$ cat src/rtl/es_pkg.sv
package es_pkg;
  // Pattern generator shape: feedback taps at stage 23 and stage 18
  localparam int PAT_LEN = 23;
  localparam int PAT_TAP = 18;
endpackage

$ cat src/rtl/es_lane.sv
module es_lane #(
  parameter int DEPTH  = 10,
  parameter int CENTER = 5
) (
  input  logic clk,
  input  logic rst,
  input  logic wr_en,
  input  logic wr_bit,
  input  logic rd_en,
  output logic rd_bit,
  output logic ovf
);
  localparam int PW = $clog2(DEPTH);
  localparam int OW = $clog2(DEPTH + 1);

  logic [DEPTH-1:0] store;
  logic [PW-1:0]    wr_ptr, rd_ptr;
  logic [OW-1:0]    level, level_nxt;

  function automatic logic [PW-1:0] bump(input logic [PW-1:0] p);
    return (p == PW'(DEPTH - 1)) ? '0 : p + PW'(1);
  endfunction

  // fill level saturates at the limits; reaching either limit flags the lane
  always_comb begin
    level_nxt = level;
    if (wr_en && !rd_en && level != OW'(DEPTH))
      level_nxt = level + OW'(1);
    else if (rd_en && !wr_en && level != '0)
      level_nxt = level - OW'(1);
  end

  always_ff @(posedge clk) begin
    if (rst) begin
      store  <= '0;
      wr_ptr <= PW'(CENTER);
      rd_ptr <= '0;
      level  <= OW'(CENTER);
      rd_bit <= 1'b0;
      ovf    <= 1'b0;
    end else begin
      if (wr_en) begin
        store[wr_ptr] <= wr_bit;
        wr_ptr        <= bump(wr_ptr);
      end
      if (rd_en) begin
        rd_bit <= store[rd_ptr];
        rd_ptr <= bump(rd_ptr);
      end
      level <= level_nxt;
      if ((wr_en || rd_en) && (level_nxt == '0 || level_nxt == OW'(DEPTH)))
        ovf <= 1'b1;
    end
  end

  a_r7_ovf_sticky: assert property (@(posedge clk) disable iff (rst)
    ovf |=> ovf);
  a_r4_centered: assert property (@(posedge clk) disable iff (rst)
    $past(rst) |-> (level == OW'(CENTER) && !ovf));
  a_r6_empty_flags: assert property (@(posedge clk) disable iff (rst)
    (level == '0) |-> ovf);
endmodule

$ cat src/rtl/prbs_gen.sv
module prbs_gen #(
  parameter int LEN = 23,
  parameter int TAP = 18
) (
  input  logic clk,
  input  logic rst,
  input  logic step,
  output logic bit_o
);
  logic [LEN-1:0] state;

  // state[k] holds the bit produced k+1 steps ago
  assign bit_o = state[LEN-1] ^ state[TAP-1];

  always_ff @(posedge clk) begin
    if (rst)       state <= '1;
    else if (step) state <= {state[LEN-2:0], bit_o};
  end

  a_r8_state_live: assert property (@(posedge clk) disable iff (rst)
    state != '0);
endmodule

$ cat src/rtl/es_interleave.sv
module es_interleave
  import es_pkg::*;
#(
  parameter int LANES  = 4,
  parameter int DEPTH  = 10,
  parameter int CENTER = 5
) (
  input  logic             clk,
  input  logic             rst,
  input  logic [LANES-1:0] lane_stb,
  input  logic [LANES-1:0] lane_bit,
  input  logic             test_en,
  output logic             sout,
  output logic             sout_mark,
  output logic [LANES-1:0] ovf
);
  localparam int SW = (LANES > 1) ? $clog2(LANES) : 1;

  logic [SW-1:0]    slot;
  logic             rd_tick;
  logic             primed;
  logic [LANES-1:0] rd_bits;
  logic             pat_bit;

  assign rd_tick = (slot == SW'(LANES - 1));

  always_ff @(posedge clk) begin
    if (rst)          slot <= '0;
    else if (rd_tick) slot <= '0;
    else              slot <= slot + SW'(1);
  end

  for (genvar g = 0; g < LANES; g++) begin : g_lane
    es_lane #(.DEPTH(DEPTH), .CENTER(CENTER)) u_lane (
      .clk    (clk),
      .rst    (rst),
      .wr_en  (lane_stb[g]),
      .wr_bit (lane_bit[g]),
      .rd_en  (rd_tick),
      .rd_bit (rd_bits[g]),
      .ovf    (ovf[g])
    );
  end

  prbs_gen #(.LEN(PAT_LEN), .TAP(PAT_TAP)) u_pat (
    .clk   (clk),
    .rst   (rst),
    .step  (test_en),
    .bit_o (pat_bit)
  );

  always_ff @(posedge clk) begin
    if (rst) begin
      primed    <= 1'b0;
      sout      <= 1'b0;
      sout_mark <= 1'b0;
    end else begin
      if (rd_tick) primed <= 1'b1;
      if (test_en) begin
        sout      <= pat_bit;
        sout_mark <= 1'b0;
      end else begin
        sout      <= primed & rd_bits[slot];
        sout_mark <= primed && (slot == '0);
      end
    end
  end

  a_r2_mark_gap: assert property (@(posedge clk) disable iff (rst)
    sout_mark |=> !sout_mark);
  a_r9_reset_quiet: assert property (@(posedge clk) disable iff (rst)
    $past(rst) |-> (!sout && !sout_mark && ovf == '0));
  a_r8_no_mark_in_test: assert property (@(posedge clk) disable iff (rst)
    $past(test_en) |-> !sout_mark);
endmodule

$ cat config.mk
export PLATFORM = sky130hd
export DESIGN_NAME = es_interleave
export DESIGN_NICKNAME = d
export VERILOG_FILES = /design/src/rtl/es_pkg.sv /design/src/rtl/es_lane.sv /design/src/rtl/prbs_gen.sv /design/src/rtl/es_interleave.sv
export SDC_FILE = /design/constraint.sdc
export NUM_CORES = 1
export LEC_CHECK = 0
export BUFFER_PORTS_ARGS = -buffer_cell sky130_fd_sc_hd__buf_2
export CAP_MARGIN = 20
export CORE_AREA = 3 3 100 102
export DETAILED_ROUTE_END_ITERATION = 6
export DIE_AREA = 0 0 103 105
export PLACE_DENSITY_LB_ADDON = 0.2
export SLEW_MARGIN = 0
export SYNTH_ARGS = -nofsm -noshare
export SYNTH_HDL_FRONTEND = slang
export SYNTH_SLANG_ARGS = --single-unit
export TNS_END_PERCENT = 30
$ cat constraint.sdc
create_clock -name clk -period 3.38 [get_ports clk]
set_input_delay 0.338 -clock clk [delete_from_list [all_inputs] [get_ports clk]]
set_output_delay 0.338 -clock clk [all_outputs]
set_load 0.02 [all_outputs]
# == Word level (Yosys, flattened, before mapping) ==
# Index checks and enable logic that the tools add are counted.
# classes
add_sub_neg,17
n_lt_le_gt_ge,13
eq_ne,17
mux,39
n_bitwise,2
n_reduce_logical,49
# ops
cell,count
4-bit two-way mux,16
"4-bit by 1-bit adder with 4-bit output, second input constant",12
"4-bit == test, second input constant",12
10-bit bitwise mux,4
"4-bit by 5-bit < comparator with 1-bit output, second input constant",8
1-bit logical AND,25
1-bit binary-select mux with 4-bit select,4
1-bit demux with 4-bit select,4
"4-bit by 1-bit greater-or-equal comparator with 1-bit output, second input constant",4
4-bit logical NOT,4
"4-bit != test, second input constant",4
4-bit nonzero test,4
"4-bit by 1-bit subtractor with 4-bit output, second input constant",4
1-bit two-way mux,10
1-bit logical OR,8
1-bit logical NOT,5
2-bit OR reduction,2
"2-bit by 3-bit < comparator with 1-bit output, second input constant",1
"2-bit by 1-bit adder with 2-bit output, second input constant",1
1-bit binary-select mux with 2-bit select,1
"2-bit == test, second input constant",1
2-bit logical NOT,1
1-bit bitwise AND,1
1-bit XOR,1
# totals
regBits,124
inputBits,11
output_inout_bits,6
elab_cells,166

# == Depth between registers and ports, before layout ==
# Gate-level depths: netlist of run 1.
# depth
ltp_word,8
depth_mapped,8

# == Cells and area by module ==
# A second synthesis of run 1 with hierarchy kept.
# unflattened
cells_unflattened,708
hier_area_um2,6209.7
# modules_own_cells
module,instances,cells_per_inst,area_each_um2,seq_area_each_um2
es_lane (g_lane[1].u_lane ...),3,152,1286.2,480.5
es_lane (g_lane[0].u_lane),1,156,1310.0,480.5
prbs_gen,1,77,835.8,460.4
es_interleave,1,19,205.2,100.1

# == Worst setup path before layout of run 1 ==
# No wires, ideal clock.
# synth_path
path_kind,register to register
from,register slot[0]
to,register g_lane[2].u_lane.ovf
setup_ns,0.096
arrival_ns,1.845
t_required_ns,3.284
path_slack_ns,1.440
path_stages_with_launch,9
synth_period_minus_slack_ns,1.940
path_cell_list,dfxtp_1 -> ha_1 -> buf_6 -> clkbuf_1 -> nand3b_1 -> o221ai_1 -> o211ai_1 -> xnor2_1 -> o41ai_2
# synth_via
elab_chain_len,8
word_cells_on_any_way,13
# synth_rtl
item,line,text
from (decl),es_interleave.sv:19,logic [SW-1:0] slot;
from (signal assigned),es_interleave.sv:30,else slot <= slot + SW'(1);
2-bit == test (*),es_interleave.sv:25,assign rd_tick = (slot == SW'(LANES - 1));
1-bit logical AND / 1-bit logical NOT (equally long branches),"es_lane.sv:29, es_lane.sv:27",
1-bit logical AND (on tied branches),"es_lane.sv:29, es_lane.sv:27",
4-bit two-way mux / 1-bit logical AND (equally long branches),"es_lane.sv:29, es_lane.sv:27",
4-bit two-way mux,es_lane.sv:27,if (wr_en && !rd_en && level != OW'(DEPTH))
4-bit == test / 4-bit logical NOT (equally long branches),es_lane.sv:51,if ((wr_en || rd_en) && (level_nxt == '0 || level_nxt == OW'(DEPTH)))
1-bit logical OR,es_lane.sv:51,
1-bit logical AND (*),es_lane.sv:51,
to (signal assigned),es_lane.sv:40,ovf <= 1'b0;
to (signal assigned),es_lane.sv:52,ovf <= 1'b1;
to (decl),es_lane.sv:11,output logic ovf
# Every way passes the cells marked *; elsewhere a longest branch is shown, timed or not.
# A chain may end at the register's enable or synchronous reset.

# == Worst setup path in the final report of run 1 ==
# layout_path
from,register slot[0]
to,register g_lane[3].u_lane.ovf
# layout_via
elab_chain_len,8
word_cells_on_any_way,13
# layout_rtl
item,line
2-bit == test (*),es_interleave.sv:25
1-bit logical AND / 1-bit logical NOT (equally long branches),"es_lane.sv:29, es_lane.sv:27"
1-bit logical AND (on tied branches),"es_lane.sv:29, es_lane.sv:27"
4-bit two-way mux / 1-bit logical AND (equally long branches),"es_lane.sv:29, es_lane.sv:27"
4-bit two-way mux,es_lane.sv:27
4-bit == test / 4-bit logical NOT (equally long branches),es_lane.sv:51
1-bit logical OR,es_lane.sv:51
1-bit logical AND (*),es_lane.sv:51
to (signal assigned),es_lane.sv:40
to (signal assigned),es_lane.sv:52
to (decl),es_lane.sv:11
# Marks and branches as above.

==> results of run 1 <==
## kinds of logic after synthesis
kind of cell             Yosys count
flip-flops                       124
adder cells (fa/ha/maj)           14
buffers and inverters             57
AND/OR/NAND/NOR                  308
XOR/XNOR                          22
multiplexers                      66
AO/OA/AOI/OAI                    103
## layer usage
layer  track usage  wire length (um)
met5             0                 0
met4        0.0953               218
met3        0.0494               362
met2         0.380              5700
met1         0.291              5320
## cell type report
type,instances,area (sq um)
multi-input combinational,513,3310
fill,710,2500
sequential,124,2480
clock buffer,17,414
clock inverter,15,188
tap,111,139
timing repair buffer,20,110
inverter,12,45.0
## cells in the final DEF, fill, tap and decap left out, types with 4 or more instances in the layout
cell type and instances:
nand2b_1 12, nor2b_1 34, o21ai_0 34, mux4_2 9
mux2i_1 52, buf_2 16, nand3b_1 13, xnor2_1 13
dfxtp_1 124, nor4_1 4, o211ai_1 6, mux2_2 5
or3_1 6, nor3_1 23, ha_1 14, nor3b_1 9
buf_4 4, inv_6 5, xor2_1 9, inv_1 12
nor2_1 76, a21oi_1 37, o22ai_1 5, nand2_1 77
o21a_1 8, nand3_1 32, clkbuf_16 16
## critical path: cells and delay by family (launching register included)
| kind | cells | cell delay (ns) |
|---|---|---|
| simple gates | 4 | 1.11 |
| fa+ha+maj | 1 | 0.69 |
| flops | 1 | 0.40 |
| compound gates | 1 | 0.22 |
## power breakdown
part           internal [W]  switching, W  total [W]
clock network       0.00114      0.000694    0.00183
registers           0.00154     0.0000995    0.00164
logic              0.000207      0.000243   0.000450
total               0.00288       0.00104    0.00392
## through the flow
step            util  cells  hold slack (ns)  cell area (sq um)  power [W]
5_1_grt        0.728    812            0.156               6690    0.00409
4_1_cts        0.728    812            0.142               6690    0.00394
3_5_place_dp   0.662    780            0.444               6090    0.00211
3_3_place_gp   0.662    780            0.440               6090    0.00209
2_1_floorplan      -    694            0.427               6070    0.00203
6_report       0.728    812            0.155               6690    0.00392
## flip-flops by register name, summed over array words and instances (netlist names)
signal	flops
g_lane.u_lane.level	16
g_lane.u_lane.ovf	4
g_lane.u_lane.rd_bit	4
g_lane.u_lane.rd_ptr	16
g_lane.u_lane.store	40
g_lane.u_lane.wr_ptr	16
primed	1
slot	2
sout	1
sout_mark	1
u_pat.state	23
## worst max-delay path by stage
stage,start,to,slack (ns)
after floorplan,slot[0]$_SDFF_PP0_,g_lane[2].u_lane.ovf$_SDFFE_PP0P_,1.44
final,slot[0]$_SDFF_PP0_,g_lane[3].u_lane.ovf$_SDFFE_PP0P_,0.86
after global placement,slot[0]$_SDFF_PP0_,g_lane[3].u_lane.ovf$_SDFFE_PP0P_,0.97
after global routing,slot[0]$_SDFF_PP0_,g_lane[3].u_lane.ovf$_SDFFE_PP0P_,0.69
after detailed placement,slot[0]$_SDFF_PP0_,g_lane[3].u_lane.ovf$_SDFFE_PP0P_,0.90
after CTS,slot[0]$_SDFF_PP0_,g_lane[3].u_lane.ovf$_SDFFE_PP0P_,0.87
==> key figures, run 1 <==
Yosys
  – Largest family of logic cells by synthesized area: simple AND/OR/NAND/NOR gates
  – Area share of fa/ha/maj cells after synthesis: 0.0288
  – Gate Count Post-Synth: 694
  – Top-count cell post-synth: dfxtp_1
  – XOR/XNOR share of the synthesized area: 0.0317
  – Post-synth net total: 719
  – EDFF count, synth: 0
  – Ys flop type: dfxtp_1
  – Mux share of post-synthesis cell area: 0.128
  – Post-Synth Simple-Gate Area: 0.256
  – Yosys warns: 0
  – Top cells by area, synth: dfxtp_1 (41%), mux2i_1 (8.6%), nand2_1 (4.8%), nor2_1 (4.7%), nor2b_1 (3.5%)
  – Post-synthesis sequential area ratio: 0.409
  – Commonest cells post-synth: dfxtp_1 (124), nand2_1 (77), nor2_1 (76)
  – Cell Area, Synth: between 0.006 and 0.007 sq mm
  – Synth Area per Inst: 8.75 sq um
  – Post-synthesis compound-gate area fraction: 0.101
  – Post-synth ARST share: 0
  – Seq cells post-synth: 124
  – Yosys top cell by area: dfxtp_1
  – Synth unique cells: 53
  – Post-synth top area share: 0.409

Worst setup path
  – R2r setup slk: approximately 0.86 ns
  – Largest fanout on the critical path: 24
  – CP Class: reg2reg
  – R2R Path Start: slot[0]$_SDFF_PP0_
  – FF-to-FF End: g_lane[3].u_lane.ovf$_SDFFE_PP0P_
  – Worst Path Arrival: 2.93 ns
  – Critical Path Start Type: flip-flop
  – R2r worst-path depth: 6
  – Cell chain of the critical path: ha_1, or2b_1, nand3b_1, and3_4, or3_1, a32o_1
  – Critical path data required time: between 3 and 4 ns
  – Crit path capture type: flip-flop
  – Max stage delay on crit path: 0.69 ns
  – Slowest cell on crit path: ha_1

Clocking
  – Clock sinks: between 100 and 150
  – CTS Hold Bufs: 0
  – Post-cts sizing count: 0
  – Clk_lat worst skew: around 0.52 ns
  – Htree depth: 4
  – CTS buffer count: 17
  – Root Buffer: clkbuf_8
  – Reg clk slew, reported paths: around 0.060 ns
  – TritonCTS clock tree: done
  – Clock Path Buffers: 2
  – Postcts setup bufs: 0

Finish
  – Nets: 713
  – Area delta synth->final: 10.2%
  – Antenna diodes: 0
  – Share of layout cells above drive strength 1: 0.114

STA
  – Final Hold Vio Count: 0
  – Slew Limit Headroom: 0.481
  – Sum Neg Setup Slack: 0 ns
  – Final period util: 0.746
  – Final worst slack: 0.860 ns
  – Clock period minus worst slack: 2.52 ns
  – Worst Tran Pin Value: between 0.7 and 0.8 ns
  – Unrepaired setup endpoints after global routing: no
  – Fmax achieved: 397 MHz
  – Endpoints failing setup: 0
  – Final Skew: ~0.011 ns
  – Max-slew violations: 0

Placement
  – I/O Buffers: 16
  – DP HPWL: about 7700 um
  – Dpl ws: 0.899 ns
  – Gpl congestion: 0.905

Global routing
  – Overflow after GRT: 0
  – First-pass GRT wire length: 20,400 um
  – Pin count of the biggest net entering global routing: 46
  – Initial antenna violation count: 0
  – Vias in the first global route: 4,602
  – Total GRT Usage: 0.232

Hold path
  – Hold endpoint: g_lane[1].u_lane.wr_ptr[0]$_SDFFE_PP1P_
  – HP Start: lane_stb[1]
  – WHS Path Cells: 3
  – Min-delay worst type: in2reg

Floorplanning
  – Placeable Area: 0.00920 sq mm
  – Die ar.: 0.0108 sq mm
  – Die width: 103 um
  – Initial core utilization: 0.660
  – Die Height: 105 um
  – # IOs: 17
  – Row count: 35

Drt
  – DR pass1 iterations: 5
  – DR vias/cell: approximately 5.9
  – Final wirelength: around 12,000 um
  – First DRT Iteration DRCs: between 200 and 250
  – WL/cell: about 14 um
  – Routed Antenna Nets: 0
  – Vias post-DR: 4,762
  – Residual DRC: 0

Run status
  – Outcome: finished clean

Power
  – PwrDens: 585 mW/mm^2
  – Max rail drop VDD: 0.000361 V
  – Leakage: 2.60 nW

Run
  – Maxcap violations: 0
No activity file was read; power rests on OpenSTA's default activity.
==> run 2: changes to the inputs <==
--- a/config.mk
+++ b/config.mk
@@ -7,9 +7,9 @@
 export LEC_CHECK = 0
 export BUFFER_PORTS_ARGS = -buffer_cell sky130_fd_sc_hd__buf_2
 export CAP_MARGIN = 20
-export CORE_AREA = 3 3 100 102
+export CORE_AREA = 3 3 103 105
 export DETAILED_ROUTE_END_ITERATION = 6
-export DIE_AREA = 0 0 103 105
+export DIE_AREA = 0 0 106 108
 export PLACE_DENSITY_LB_ADDON = 0.2
 export SLEW_MARGIN = 0
 export SYNTH_ARGS = -nofsm -noshare
==> constraint.sdc (replaced) <==
create_clock -name clk -period 2.5 [get_ports clk]
set_input_delay 0.25 -clock clk [delete_from_list [all_inputs] [get_ports clk]]
set_output_delay 0.25 -clock clk [all_outputs]
set_load 0.02 [all_outputs]
==> key figures, run 2 (same netlist as run 1, synthesis figures left out) <==
Run status
  – Outcome: finished clean (unchanged)

Clocking
  – Clk_lat worst skew: 0.51 ns (was 0.52 ns)
  – Post-cts sizing count: 0 (unchanged)
  – Postcts setup bufs: 0 (unchanged)
  – Clock Path Buffers: 2 (unchanged)
  – Reg clk slew, reported paths: 0.06 ns (about the same)
  – CTS buffer count: 17 (unchanged)
  – CTS Hold Bufs: 0 (unchanged)
  – Root Buffer: clkbuf_8 (unchanged)
  – TritonCTS clock tree: done (unchanged)
  – Htree depth: 4 (unchanged)
  – Clock sinks: 124 (unchanged)

Placement
  – Post-placement cell count: 806 (was 780)
  – Dpl ws: 0.379 ns (was 0.899 ns)
  – DP HPWL: 7930 um (was 7720 um)
  – I/O Buffers: 16 (unchanged)
  – Gpl congestion: 0.908 (was 0.905)
  – Placed Area: 0.00615 sq mm (was 0.00609 sq mm)

Power
  – Max rail drop VDD: 0.000592 V (was 0.000361 V)
  – Leakage: 2.61 nW (was 2.60 nW)
  – PwrDens: 779 mW/mm^2 (was 585 mW/mm^2)

STA
  – Unrepaired setup endpoints after global routing: no (unchanged)
  – Max-slew violations: 0 (unchanged)
  – Final Skew: 0.00499 ns (was 0.0109 ns)
  – Fmax achieved: 464 MHz (was 397 MHz)
  – Final Hold Vio Count: 0 (unchanged)
  – Hold_ws: 0.0658 ns (was 0.155 ns)
  – Sum Neg Setup Slack: 0 ns (unchanged)
  – Final period util: 0.862 (was 0.746)
  – Final worst slack: 0.345 ns (was 0.860 ns)
  – Worst Tran Pin Value: 0.676 ns (was 0.779 ns)
  – Endpoints failing setup: 0 (unchanged)
  – Slew Limit Headroom: 0.549 (was 0.481)
  – Clock period minus worst slack: 2.15 ns (was 2.52 ns)

Finish
  – Biggest regs: g_lane.u_lane.store x40, u_pat.state x23 (unchanged)
  – Area of the multi-input gates: 0.00331 sq mm (unchanged)
  – Area delta synth->final: 10.9% (was 10.2%)
  – Max reg flops: 40 (unchanged)
  – Nets: 717 (was 713)
  – Most flop-heavy register: g_lane.u_lane.store (unchanged)
  – Share of layout cells above drive strength 1: 0.119 (was 0.114)
  – Antenna diodes: 0 (unchanged)
  – Finished Cell Area: 0.00674 sq mm (was 0.00669 sq mm)
  – Most frequent cells in the layout: dfxtp_1 (124), nand2_1 (77), nor2_1 (76) (unchanged)
  – Commonest non-fill, non-tap cell in the layout: dfxtp_1 (unchanged)
  – Fill cells: 804 (was 710)
  – FF+latch area: 0.00248 sq mm (unchanged)
  – Final Non-Filler Cells: 838 (was 812)

Floorplanning
  – Die width: 106 um (was 103 um)
  – Initial core utilization: 0.624 (was 0.660)
  – Placeable Area: 0.00973 sq mm (was 0.00920 sq mm)
  – Die ar.: 0.0114 sq mm (was 0.0108 sq mm)
  – Die Height: 108 um (was 105 um)
  – Row count: 36 (was 35)
  – # IOs: 17 (unchanged)

Drt
  – DR pass1 iterations: 5 (unchanged)
  – Final wirelength: 11,700 um (was 11,600 um)
  – Vias post-DR: 4,656 (was 4,762)
  – Routed Antenna Nets: 0 (unchanged)
  – Residual DRC: 0 (unchanged)
  – WL/cell: 14.0 um (was 14.3 um)
  – First DRT Iteration DRCs: 301 (was 232)
  – DR vias/cell: 5.56 (was 5.86)

Global routing
  – Total GRT Usage: 0.221 (was 0.232)
  – Overflow after GRT: 0 (unchanged)
  – Vias in the first global route: 4,526 (was 4,602)
  – First-pass GRT wire length: 20,500 um (was 20,400 um)
  – Initial antenna violation count: 0 (unchanged)
  – Pin count of the biggest net entering global routing: 33 (was 46)

Worst setup path
  – CP Class: reg2reg (unchanged)
  – Worst Path Arrival: 2.57 ns (was 2.93 ns)
  – Largest fanout on the critical path: 11 (was 24)
  – Critical Path Start Type: flip-flop (unchanged)
  – Critical path data required time: 2.91 ns (was 3.79 ns)
  – Crit path capture type: flip-flop (unchanged)

Hold path
  – Min-delay worst type: in2reg (unchanged)

Run
  – Maxcap violations: 0 (unchanged)
-- run 2: changes by cell type in the layout (fill, tap and decap cells not counted), sizes merged --
cell,before,now
buf,20,24
inv,17,13
clkinvlp,3,5
clkinv,4,6
-- run 2: layout make-up --
cell class,count,area share
clock buffers,17,0.0615
clock inverters,15,0.0258
inverters,12,0.00669
multi-input cells,513,0.492
flip-flops and latches,124,0.369
well taps,133,0.0247
repair buffers,24,0.0208
-- run 2: power breakdown --
part           total [W]  switching [W]  internal (W)
registers        0.00221       0.000135       0.00208
logic           0.000624       0.000338      0.000286
clock network    0.00241       0.000895       0.00151
-- run 2: per-layer routing --
layer / track usage / share of wire / wire [um] / vias to the layer above
li1: - / - / - / 2389
met1: 0.269 / 0.45 / 5300 / 2164
met2: 0.380 / 0.49 / 5750 / 91
met3: 0.0597 / 0.045 / 531 / 12
met4: 0.0796 / 0.012 / 142 / 0
met5: 0 / 0 / 0 / -
-- run 2: worst paths after layout --
check	start	to	slack, ns	cells after the start
worst max register to register	slot[0]$_SDFF_PP0_	g_lane[2].u_lane.ovf$_SDFFE_PP0P_	0.35	7
worst min-delay path	lane_bit[1]	g_lane[1].u_lane.store[7]$_SDFFE_PP0P_	0.07	3
worst min register to register	g_lane[1].u_lane.store[0]$_SDFFE_PP0P_	g_lane[1].u_lane.store[0]$_SDFFE_PP0P_	0.45	2
worst max-delay path	slot[0]$_SDFF_PP0_	g_lane[2].u_lane.ovf$_SDFFE_PP0P_	0.35	7
-- run 2: stage by stage --
stage                     power, W   util
after global placement     0.00283  0.632
final                      0.00525  0.692
after CTS                  0.00529  0.692
after detailed placement   0.00287  0.632
after floorplan            0.00274      -
after global routing       0.00549  0.692
-- run 2: worst max-delay path, stage by stage (launching register included) --
cell and delay, ns:
dfxtp_1 0.39, ha_1 0.35, buf_4 0.23, and2b_1 0.24, a21o_2 0.21, o211ai_2 0.18
xnor2_1 0.11, o41ai_2 0.34
==> run 3: changes to the inputs <==
--- a/config.mk
+++ b/config.mk
@@ -10,7 +10,8 @@
 export CORE_AREA = 3 3 103 105
 export DETAILED_ROUTE_END_ITERATION = 6
 export DIE_AREA = 0 0 106 108
-export PLACE_DENSITY_LB_ADDON = 0.2
+export PLACE_DENSITY = 0.79
+export REMOVE_ABC_BUFFERS = 1
 export SLEW_MARGIN = 0
 export SYNTH_ARGS = -nofsm -noshare
 export SYNTH_HDL_FRONTEND = slang
==> key figures, run 3 (same netlist as run 1, synthesis figures left out) <==
Clocking
  – Postcts setup bufs: 0 (unchanged)
  – Clock sinks: 124 (unchanged)
  – Clock Path Buffers: 2 (unchanged)
  – Clk_lat worst skew: 0.52 ns (was 0.51 ns)
  – Root Buffer: clkbuf_8 (unchanged)
  – Htree depth: 4 (unchanged)
  – CTS Hold Bufs: 0 (unchanged)
  – Reg clk slew, reported paths: 0.05 ns (was 0.06 ns)
  – CTS buffer count: 17 (unchanged)
  – TritonCTS clock tree: done (unchanged)
  – Post-cts sizing count: 0 (unchanged)

STA
  – Final Hold Vio Count: 0 (unchanged)
  – Clock period minus worst slack: 2.26 ns (was 2.15 ns)
  – Max-slew violations: 0 (unchanged)
  – Final period util: 0.905 (was 0.862)
  – Slew Limit Headroom: 0.447 (was 0.549)
  – Endpoints failing setup: 0 (unchanged)
  – Worst Tran Pin Value: 0.828 ns (was 0.676 ns)
  – Hold_ws: 0.0704 ns (was 0.0658 ns)
  – Final Skew: 0.00734 ns (was 0.00499 ns)
  – Unrepaired setup endpoints after global routing: no (unchanged)
  – Final worst slack: 0.237 ns (was 0.345 ns)
  – Fmax achieved: 442 MHz (was 464 MHz)

Power
  – Max rail drop VDD: 0.000554 V (was 0.000592 V)
  – Net Switching: 0.00129 W (was 0.00137 W)
  – Seq pwr share: 0.409 (was 0.422)
  – PwrDens: 799 mW/mm^2 (was 779 mW/mm^2)
  – Net switching fraction of the power: 0.238 (was 0.261)
  – Final Total Pwr: 0.00541 W (was 0.00525 W)
  – Int Power: 0.00412 W (was 0.00388 W)
  – Leakage: 2.63 nW (was 2.61 nW)
  – Clock power share: 0.477 (was 0.459)
  – Power share of the combinational group: 0.114 (was 0.119)

Drt
  – Met2 Routed Length: 5980 um (was 5750 um)
  – Vias post-DR: 4,736 (was 4,656)
  – Wire length on met1: 5200 um (was 5300 um)
  – Highest routed layer: met4 (unchanged)
  – WL/cell: 14.0 um (about the same)
  – DR pass1 iterations: 7 (was 5)
  – Final wirelength: 11,700 um (about the same)
  – Routed Antenna Nets: 0 (unchanged)
  – WL met3: 354 um (was 531 um)
  – DR vias/cell: 5.69 (was 5.56)
  – Residual DRC: 0 (unchanged)
  – First DRT Iteration DRCs: 257 (was 301)

Worst setup path
  – Critical Path Start Type: flip-flop (unchanged)
  – Crit path capture type: flip-flop (unchanged)
  – Origin of the worst setup path: slot[0]$_SDFF_PP0_ (unchanged)
  – Largest fanout on the critical path: 31 (was 11)
  – Worst Path Arrival: 2.67 ns (was 2.57 ns)
  – R2R Path Start: slot[0]$_SDFF_PP0_ (unchanged)
  – CP Class: reg2reg (unchanged)
  – Critical path data required time: 2.91 ns (about the same)

Floorplanning
  – # IOs: 17 (unchanged)
  – Placeable Area: 0.00973 sq mm (unchanged)
  – Die width: 106 um (unchanged)
  – Row count: 36 (unchanged)
  – Die ar.: 0.0114 sq mm (unchanged)
  – Initial core utilization: 0.624 (unchanged)
  – Die Height: 108 um (unchanged)

Global routing
  – Pin count of the biggest net entering global routing: 89 (was 33)
  – Vias in the first global route: 4,595 (was 4,526)
  – Total GRT Usage: 0.221 (about the same)
  – Initial antenna violation count: 0 (unchanged)
  – Overflow after GRT: 0 (unchanged)
  – First-pass GRT wire length: 20,500 um (about the same)

Finish
  – Commonest non-fill, non-tap cell in the layout: dfxtp_1 (unchanged)
  – Antenna diodes: 0 (unchanged)
  – Nets: 714 (was 717)
  – Most frequent cells in the layout: dfxtp_1 (124), nand2_1 (77), nor2_1 (76) (unchanged)
  – Finished Cell Area: 0.00677 sq mm (was 0.00674 sq mm)
  – Biggest regs: g_lane.u_lane.store x40, u_pat.state x23 (unchanged)
  – Fill cells: 745 (was 804)
  – Most flop-heavy register: g_lane.u_lane.store (unchanged)
  – Area delta synth->final: 11.5% (was 10.9%)
  – Share of layout cells above drive strength 1: 0.109 (was 0.119)
  – Max reg flops: 40 (unchanged)

Placement
  – DP HPWL: 7750 um (was 7930 um)
  – Gpl congestion: 0.894 (was 0.908)
  – Placed Area: 0.00615 sq mm (about the same)
  – I/O Buffers: 16 (unchanged)
  – Dpl ws: 0.251 ns (was 0.379 ns)

Hold path
  – Min-delay worst type: in2reg (unchanged)
  – HP Start: lane_bit[3] (was lane_bit[1])

Run
  – Maxcap violations: 0 (unchanged)

Run status
  – Outcome: finished clean (unchanged)
run 3: metrics by stage:
| step | setup TNS [ns] | utilization | cells |
|---|---|---|---|
| 6_report | 0 | 0.696 | 833 |
| 5_1_grt | 0 | 0.696 | 833 |
| 4_1_cts | 0 | 0.696 | 833 |
| 3_5_place_dp | 0 | 0.632 | 803 |
| 3_3_place_gp | 0 | 0.632 | 803 |
| 2_1_floorplan | -0.0400 | - | 649 |
run 3: critical path, stage by stage, from the launching register on:
cell and delay [ns]:
dfxtp_1 0.39, ha_1 0.25, buf_12 0.19, or2b_1 0.31, nand3b_1 0.22, and3_4 0.21, or3_1 0.36, a32o_1 0.22
run 3: metal layers:
layer  up-vias  track usage
met5         -            0
met4         0       0.0860
met3        11       0.0585
met2        88        0.383
met1      2254        0.262
li1       2383            -
run 3: layout make-up:
type,instances,area [sq um],area share
multi-input combinational,513,3310,0.490
sequential,124,2480,0.367
clock buffer,22,453,0.0669
tap,133,166,0.0246
clock inverter,8,165,0.0244
timing repair buffer,21,143,0.0211
inverter,12,45.0,0.00666
run 3: power by group through the flow:
stage                     Combinational [W]  Sequential [W]  Clock (W)
final                              0.000617         0.00221    0.00258
after CTS                          0.000618         0.00221    0.00262
after detailed placement           0.000612         0.00225          0
after global placement             0.000586         0.00224          0
after global routing               0.000697         0.00223    0.00270
after floorplan                    0.000452         0.00222          0
run 3: path summary, 6_finish.rpt:
path	to	slack, ns	cells past startpoint
setup / recovery	g_lane[3].u_lane.ovf$_SDFFE_PP0P_	0.24	7
setup reg to reg	g_lane[3].u_lane.ovf$_SDFFE_PP0P_	0.24	7
hold / removal	g_lane[3].u_lane.store[4]$_SDFFE_PP0P_	0.07	3
hold reg to reg	g_lane[2].u_lane.store[0]$_SDFFE_PP0P_	0.45	2
